`src/rtl/tbt_pkg.sv`:
```
package tbt_pkg;
  typedef enum logic [1:0] {
    SEL_TB_LO = 2'd0,
    SEL_TB_HI = 2'd1,
    SEL_DEC   = 2'd2,
    SEL_NONE  = 2'd3
  } reg_sel_e;
endpackage

```
`src/rtl/tbt_time_base.sv`:
```
module tbt_time_base #(
  parameter int unsigned DW = 32
) (
  input  logic          clk_i,
  input  logic          rst_ni,
  input  logic          tick_i,
  input  logic          wr_lo_i,
  input  logic          wr_hi_i,
  input  logic [DW-1:0] wdata_i,
  input  logic          snap_i,
  output logic [DW-1:0] lo_o,
  output logic [DW-1:0] shadow_o
);
  localparam int unsigned TW = 2 * DW;

  logic [TW-1:0] tb_q;
  logic [DW-1:0] shadow_q;

  always_ff @(posedge clk_i or negedge rst_ni) begin
    if (!rst_ni) begin
      tb_q <= '0;
    end else if (wr_lo_i) begin
      tb_q <= {tb_q[TW-1:DW], wdata_i};
    end else if (wr_hi_i) begin
      tb_q <= {wdata_i, tb_q[DW-1:0]};
    end else if (tick_i) begin
      tb_q <= tb_q + TW'(1);
    end
  end

  // shadow holds the high half seen at the last low read
  always_ff @(posedge clk_i or negedge rst_ni) begin
    if (!rst_ni)     shadow_q <= '0;
    else if (snap_i) shadow_q <= tb_q[TW-1:DW];
  end

  assign lo_o     = tb_q[DW-1:0];
  assign shadow_o = shadow_q;


  tb_inc_chk: assert property (@(posedge clk_i) disable iff (!rst_ni)
    tick_i && !wr_lo_i && !wr_hi_i |=> tb_q == $past(tb_q) + TW'(1));

  tb_keep_hi_chk: assert property (@(posedge clk_i) disable iff (!rst_ni)
    wr_lo_i |=> tb_q[TW-1:DW] == $past(tb_q[TW-1:DW]));

  tb_keep_lo_chk: assert property (@(posedge clk_i) disable iff (!rst_ni)
    wr_hi_i && !wr_lo_i |=> tb_q[DW-1:0] == $past(tb_q[DW-1:0]));
endmodule

```
`src/rtl/tbt_decrementer.sv`:
```
module tbt_decrementer #(
  parameter int unsigned DW = 32
) (
  input  logic          clk_i,
  input  logic          rst_ni,
  input  logic          tick_i,
  input  logic          wr_i,
  input  logic [DW-1:0] wdata_i,
  output logic [DW-1:0] cnt_o,
  output logic          ev_o
);
  localparam int unsigned SB = DW - 1;

  logic [DW-1:0] cnt_q, cnt_d;

  always_comb begin
    cnt_d = cnt_q;
    if (wr_i)        cnt_d = wdata_i;
    else if (tick_i) cnt_d = cnt_q - DW'(1);
  end

  // sign bit going clear -> set, by tick or by write
  assign ev_o = cnt_d[SB] && !cnt_q[SB];

  always_ff @(posedge clk_i or negedge rst_ni) begin
    if (!rst_ni) cnt_q <= '1;
    else         cnt_q <= cnt_d;
  end

  assign cnt_o = cnt_q;


  dec_step_chk: assert property (@(posedge clk_i) disable iff (!rst_ni)
    tick_i && !wr_i |=> cnt_q == $past(cnt_q) - DW'(1));

  dec_load_chk: assert property (@(posedge clk_i) disable iff (!rst_ni)
    wr_i |=> cnt_q == $past(wdata_i));
endmodule

```
`src/rtl/tbt_irq.sv`:
```
module tbt_irq (
  input  logic clk_i,
  input  logic rst_ni,
  input  logic ev_i,
  input  logic ack_i,
  output logic irq_o
);
  logic irq_q;

  always_ff @(posedge clk_i or negedge rst_ni) begin
    if (!rst_ni)    irq_q <= 1'b0;
    else if (ev_i)  irq_q <= 1'b1;
    else if (ack_i) irq_q <= 1'b0;
  end

  assign irq_o = irq_q;


  irq_set_chk: assert property (@(posedge clk_i) disable iff (!rst_ni)
    ev_i |=> irq_o);

  irq_clr_chk: assert property (@(posedge clk_i) disable iff (!rst_ni)
    ack_i && !ev_i |=> !irq_o);

  irq_hold_chk: assert property (@(posedge clk_i) disable iff (!rst_ni)
    !ack_i && !ev_i |=> $stable(irq_o));
endmodule

```
`src/rtl/time_base_timer.sv`:
```
module time_base_timer
  import tbt_pkg::*;
#(
  parameter int unsigned DATA_W = 32
) (
  input  logic              clk_i,
  input  logic              rst_ni,
  input  logic              tick_i,
  input  logic              wr_en_i,
  input  logic              rd_en_i,
  input  logic [1:0]        sel_i,
  input  logic [DATA_W-1:0] wdata_i,
  output logic [DATA_W-1:0] rdata_o,
  input  logic              ack_i,
  output logic              irq_o
);
  reg_sel_e          sel;
  logic              wr_lo, wr_hi, wr_dec, snap, ev;
  logic [DATA_W-1:0] tb_lo, tb_shadow, dec_cnt, rdata_q;

  assign sel    = reg_sel_e'(sel_i);
  assign wr_lo  = wr_en_i && (sel == SEL_TB_LO);
  assign wr_hi  = wr_en_i && (sel == SEL_TB_HI);
  assign wr_dec = wr_en_i && (sel == SEL_DEC);
  assign snap   = rd_en_i && (sel == SEL_TB_LO);

  tbt_time_base #(.DW(DATA_W)) u_tb (
    .clk_i    (clk_i),
    .rst_ni   (rst_ni),
    .tick_i   (tick_i),
    .wr_lo_i  (wr_lo),
    .wr_hi_i  (wr_hi),
    .wdata_i  (wdata_i),
    .snap_i   (snap),
    .lo_o     (tb_lo),
    .shadow_o (tb_shadow)
  );

  tbt_decrementer #(.DW(DATA_W)) u_dec (
    .clk_i   (clk_i),
    .rst_ni  (rst_ni),
    .tick_i  (tick_i),
    .wr_i    (wr_dec),
    .wdata_i (wdata_i),
    .cnt_o   (dec_cnt),
    .ev_o    (ev)
  );

  tbt_irq u_irq (
    .clk_i  (clk_i),
    .rst_ni (rst_ni),
    .ev_i   (ev),
    .ack_i  (ack_i),
    .irq_o  (irq_o)
  );

  always_ff @(posedge clk_i or negedge rst_ni) begin
    if (!rst_ni) begin
      rdata_q <= '0;
    end else if (rd_en_i) begin
      unique case (sel)
        SEL_TB_LO: rdata_q <= tb_lo;
        SEL_TB_HI: rdata_q <= tb_shadow;
        SEL_DEC:   rdata_q <= dec_cnt;
        default:   rdata_q <= '0;
      endcase
    end
  end

  assign rdata_o = rdata_q;


  rdata_hold_chk: assert property (@(posedge clk_i) disable iff (!rst_ni)
    !rd_en_i |=> $stable(rdata_o));

  sel_none_rd_chk: assert property (@(posedge clk_i) disable iff (!rst_ni)
    rd_en_i && sel_i == 2'd3 |=> rdata_o == '0);
endmodule

```
`config.mk`:
```
export PLATFORM = sky130hd
export DESIGN_NAME = time_base_timer
export DESIGN_NICKNAME = d
export VERILOG_FILES = /design/src/rtl/tbt_pkg.sv /design/src/rtl/tbt_time_base.sv /design/src/rtl/tbt_decrementer.sv /design/src/rtl/tbt_irq.sv /design/src/rtl/time_base_timer.sv
export SDC_FILE = /design/constraint.sdc
export NUM_CORES = 1
export LEC_CHECK = 0
export ABC_CLOCK_PERIOD_IN_PS = 8800
export CAP_MARGIN = 20
export CORE_UTILIZATION = 55
export CTS_CLUSTER_DIAMETER = 120
export DETAILED_ROUTE_END_ITERATION = 12
export PLACE_DENSITY = 0.84
export SYNTH_ARGS = -nofsm -noshare
export SYNTH_HDL_FRONTEND = slang
export SYNTH_SLANG_ARGS = --single-unit
```
`constraint.sdc`:
```
create_clock -name clk_i -period 8.8 [get_ports clk_i]
set_clock_uncertainty 0.2 [all_clocks]
set_input_delay 0.88 -clock clk_i [delete_from_list [all_inputs] [get_ports clk_i]]
set_output_delay 0.88 -clock clk_i [all_outputs]
set_load 0.01 [all_outputs]
```
# Word-level counts from Yosys, hierarchy flattened
# Cells that the tools add are included.
# op_classes
addsub	2
n_eq_ne	3
n_mux	8
bitwise	1
n_reduce_logical	13
# op_table
cell	n
$mux W64	2
$mux W32	3
$pmux W32 S3	1
$add A64 B1 Y64 const B	1
$sub A32 B1 Y32 const B	1
$reduce_bool A2 Y1	4
$logic_and A1 B1 Y1	5
$reduce_and A2 Y1	2
$eq A2 B1 Y1 const B	1
$eq A2 B2 Y1 const B	1
$logic_not A2 Y1	1
$mux W1	2
$ne A2 B1 Y1 const B	1
$logic_not A1 Y1	1
$not A1 Y1	1
# word_totals
ff_bits	161
inputBits	40

# Longest topological paths before layout
# logic_depth
depth_word	5
mapped_depth	10

# Modules after synthesis
# From an unflattened synthesis, not the netlist that was laid out.
# hier_totals
cells_unflattened	977
hier_area_um2	9650.5
# by_module_without_submodules
module	instances	cells_per_inst	area_per_inst_um2
tbt_time_base	1	575	5445.2
time_base_timer	1	188	2259.7
tbt_decrementer	1	211	1909.3
tbt_irq	1	3	36.3

# Worst setup path after synthesis
# OpenSTA, ideal clock, no wires.
# synth_path
kind	input to register
from	input port sel_i[1]
to	register u_tb.tb_q[63]
t_arrival_ps	2734
slack_ps	5724
path_stages	8
path_buffers	2
path_cell_list	clkbuf_1 > nor2b_1 > clkbuf_1 > nor3_2 > nand2_1 > or4_1 > o311ai_0 > o211ai_1
# synth_via
elab_chain_cells	4
# synth_rtl
item	line	text
from (decl)	time_base_timer.sv:11	input logic [1:0] sel_i,
$eq A2 B1 Y1 or $logic_not A2 Y1 (tied branches)	time_base_timer.sv:23, time_base_timer.sv:22	
$logic_and A1 B1 Y1 (on tied branches)	time_base_timer.sv:23, time_base_timer.sv:22	
$reduce_bool A2 Y1 (no source line) or $not A1 Y1 (tied branches)	-	
$reduce_and A2 Y1 (no source line)	-	
to (signal assigned)	tbt_time_base.sv:23	tb_q <= {tb_q[TW-1:DW], wdata_i};
to (signal assigned)	tbt_time_base.sv:25	tb_q <= {wdata_i, tb_q[DW-1:0]};
to (signal assigned)	tbt_time_base.sv:27	tb_q <= tb_q + TW'(1);
to (decl)	tbt_time_base.sv:16	logic [TW-1:0] tb_q;
# Several ways; a longest one is shown, not always the timed one. The select of a mux whose other input is x is not followed.
# A chain may end at the register's enable or synchronous reset.

# Worst setup path in the final report
# layout_path
from	input port tick_i
to	register u_tb.tb_q[63]
# layout_via
elab_chain_cells	2
# layout_rtl
item	line	text
from (decl)	time_base_timer.sv:8	input logic tick_i,
$reduce_bool A2 Y1 (no source line)	-	
$reduce_and A2 Y1 (no source line)	-	
# Every way passes these cells.

==> qor.csv <==
stage,metric,value,unit
clocking,clk-insertion-delay-late,0.44,ns
finish,layout.nets,1047,
setup_path,crit_slowest_cell,clkdlybuf4s50_1,
placed_design,io_buffers,72,
logic_synthesis,synthDistinctLibCells,56,
floorplan,rows,45,
grt,grt_pass1_wl,40.2,mm
sta,hold_violations,0,
sta,max_freq,0.264,GHz
setup_path,cp_max_fo,20,
sta,min_period,3.78,ns
drt,vias,7942,
grt,track_usage,32.4,%
logic_synthesis,netlist_area,8730,um2
clocking,cts_tree,built,
clocking,cts_setup_buffers,0,
floorplan,initial_core_util,56.8,%
sta,rsz0062_at_grt,false,
logic_synthesis,postSynthCellCount,966,
setup_path,crit_arrival,3.88,ns
job,cap_violations,0,
finish,nFillCells,1221,
setup_path,reg2reg_depth,6,
sta,setup_viol,0,
grt,grt_max_degree,106,
clocking,cts-root-buf,clkbuf_16,
clocking,cts_buffer_depth,2,
sta,report.final.slew_viol_count,0,
setup_path,crit_family,simple AND/OR/NAND/NOR gates,
pwr,p_per_area,233,nW/um2
setup_path,path_buf_inv,2,
floorplan,design.core.area,15400,um2
drt,drcViolationCount,0,
logic_synthesis,synth_nets,1008,
logic_synthesis,synth_commonest_cells,"nor2_1, dfrtp_1, a21oi_1",
logic_synthesis,synth_top_area_share,37.0,%
clocking,cts_htree_levels,4,
drt,drtIter0Drc,1254,
clocking,cts-buffers-inserted,17,
hold_path,min_path_cells,1,
logic_synthesis,synth_top_area_cell,dfrtp_1,
pwr,p_leak,3.97,nW
setup_path,cp.depth,7,
setup_path,startpoint_type,primary input,
clocking,holdBufCountCts,0,
logic_synthesis,synthFlopType,dfrtp_1,
setup_path,end_kind,register,
placed_design,placed_cell_area,9550,um2
logic_synthesis,synth_most_common_cell,nor2_1,
drt,drt-total-wl,25.2,mm
grt,overflow,0,
setup_path,required,8.90,ns
drt,drtPass1Iterations,6,
finish,area_delta_synth_final,16.3,%
floorplan,die_h,128,um
logic_synthesis,yosys_warnings,0,
logic_synthesis,syn-mean-instance-area,9.04,um2
grt,grt_pass1_vias,7316,
sta,fin_crit_sh,43.0,%
floorplan,dieArea,16400,um2
setup_path,crit_chain,clkdlybuf4s50_1 > inv_1 > nor3_2 > nand2_1 > or4_1 > o311ai_0 > o211ai_1,
drt,antenna_left,0,
placed_design,globalplace.congestion,0.954,
hold_path,hp-class,register to register,
logic_synthesis,synthArstFlopShare,100,%
setup_path,critPathMaxStageDelay,0.97,ns
finish,layout.cells.non_filler,1229,
finish,post-route-cell-area,10200,um2
clocking,clkTransAtPathRegs,0.06,ns
floorplan,die_w,128,um
placed_design,post-place-cells,1197,
grt,antenna_found_initial,0,
placed_design,post-dp-hpwl,17.1,mm
sta,layout_setup_ws,5.02,ns
drt,viasPerCell,6.46,
status,status,"complete, no violations",
setup_path,path_class,primary input to register,
finish,utilization,66.1,%
sta,worst_slew_pin_slew,1.21,ns
finish,drive_above_1_share,12.1,%
logic_synthesis,ys_ff_latch,161,
pwr,p_total,2.37,mW
drt,wire_per_inst,20.5,um
logic_synthesis,ys_seq_area_share,46.6,%
clocking,cts.sinks,161,
logic_synthesis,synth_edf_count,0,
placed_design,dp_slack,4.67,ns
logic_synthesis,ys_top_cells_by_area,"dfrtp_1, dfstp_2, a21oi_1",
clocking,cts_resized,0,
floorplan,pin_count,73,
sta,finalSetupTns,0,ns
sta,slew_headroom,18.9,%
finish,diodes,0,
pwr,ir_drop,0.137,mV
sta,whs,0.307,ns
[power by group]
group          total [mW]  switching (mW)  internal [mW]
clock               0.763           0.308          0.455
combinational       0.502           0.264          0.237
sequential           1.11           0.180          0.926
total                2.37           0.752           1.62
[cells by family (layout without fill, tap and decap cells)]
group | count (synthesis) | count (layout) | share of synthesized area, %
AND/OR/NAND/NOR | 389 | 389 | 21.8
AO/OA/AOI/OAI | 224 | 224 | 15.1
flip-flops | 161 | 161 | 46.6
buffers and inverters | 77 | 129 | 3.42
multiplexers | 70 | 70 | 8.52
XOR/XNOR | 43 | 43 | 4.31
adder cells (fa/ha/maj) | 2 | 2 | 0.286
[flip-flops by register name (all words and copies together) (netlist names)]
name / count
u_irq.irq_o: 1
u_tb.tb_q: 64
u_dec.cnt_o: 32
u_tb.shadow_o: 32
rdata_o: 32
[metal layers]
| layer | part of all wire, % | track usage, % | vias up |
|---|---|---|---|
| met5 | 0 | 0 | - |
| met4 | 3.0 | 12.1 | 0 |
| met3 | 11 | 7.26 | 85 |
| met2 | 45 | 48.1 | 511 |
| met1 | 41 | 46.6 | 3777 |
| li1 | - | - | 3569 |
[path summary, 6_finish.rpt]
kind | end | start | slack (ns)
setup / recovery | u_tb.tb_q[63] | tick_i | 5.02
hold / removal | u_tb.shadow_o[16] | u_tb.shadow_o[16] | 0.31
setup reg to reg | u_tb.tb_q[55] | u_tb.tb_q[2] | 5.33
hold reg to reg | u_tb.shadow_o[16] | u_tb.shadow_o[16] | 0.31
max in group asynchronous | u_tb.shadow_o[28] | rst_ni | 6.75
min in group asynchronous | u_tb.shadow_o[7] | rst_ni | 0.37
[cell usage in the layout, fill, tap and decap left out, drive strengths merged, types with 5 or more instances in the layout]
master         count
xnor2             29
o311ai             7
o21ai             34
xor2              14
inv               14
nor3              28
nor2             148
a211oi             8
o211ai            11
and2               7
mux2              35
mux2i             35
clkbuf            20
and4               5
or2                6
a22oi              8
nor4              17
a221o              5
clkdlybuf4s50     69
nand3             35
clkinv             6
o22ai              8
dfstp             32
nand2             69
or4               11
or3               12
buf               15
a21oi            123
dfrtp            129
nand4             21
and3              15
[area by class of cell]
cell class	count	area (um2)	area share, %
well taps	211	264	2.60
clock inverters	12	159	1.56
clock buffers	20	447	4.40
inverters	13	48.8	0.480
flip-flops and latches	161	4070	40.1
multi-input cells	728	4370	43.0
repair buffers	84	802	7.90
Note: power is estimated with default switching activity, not from simulation.
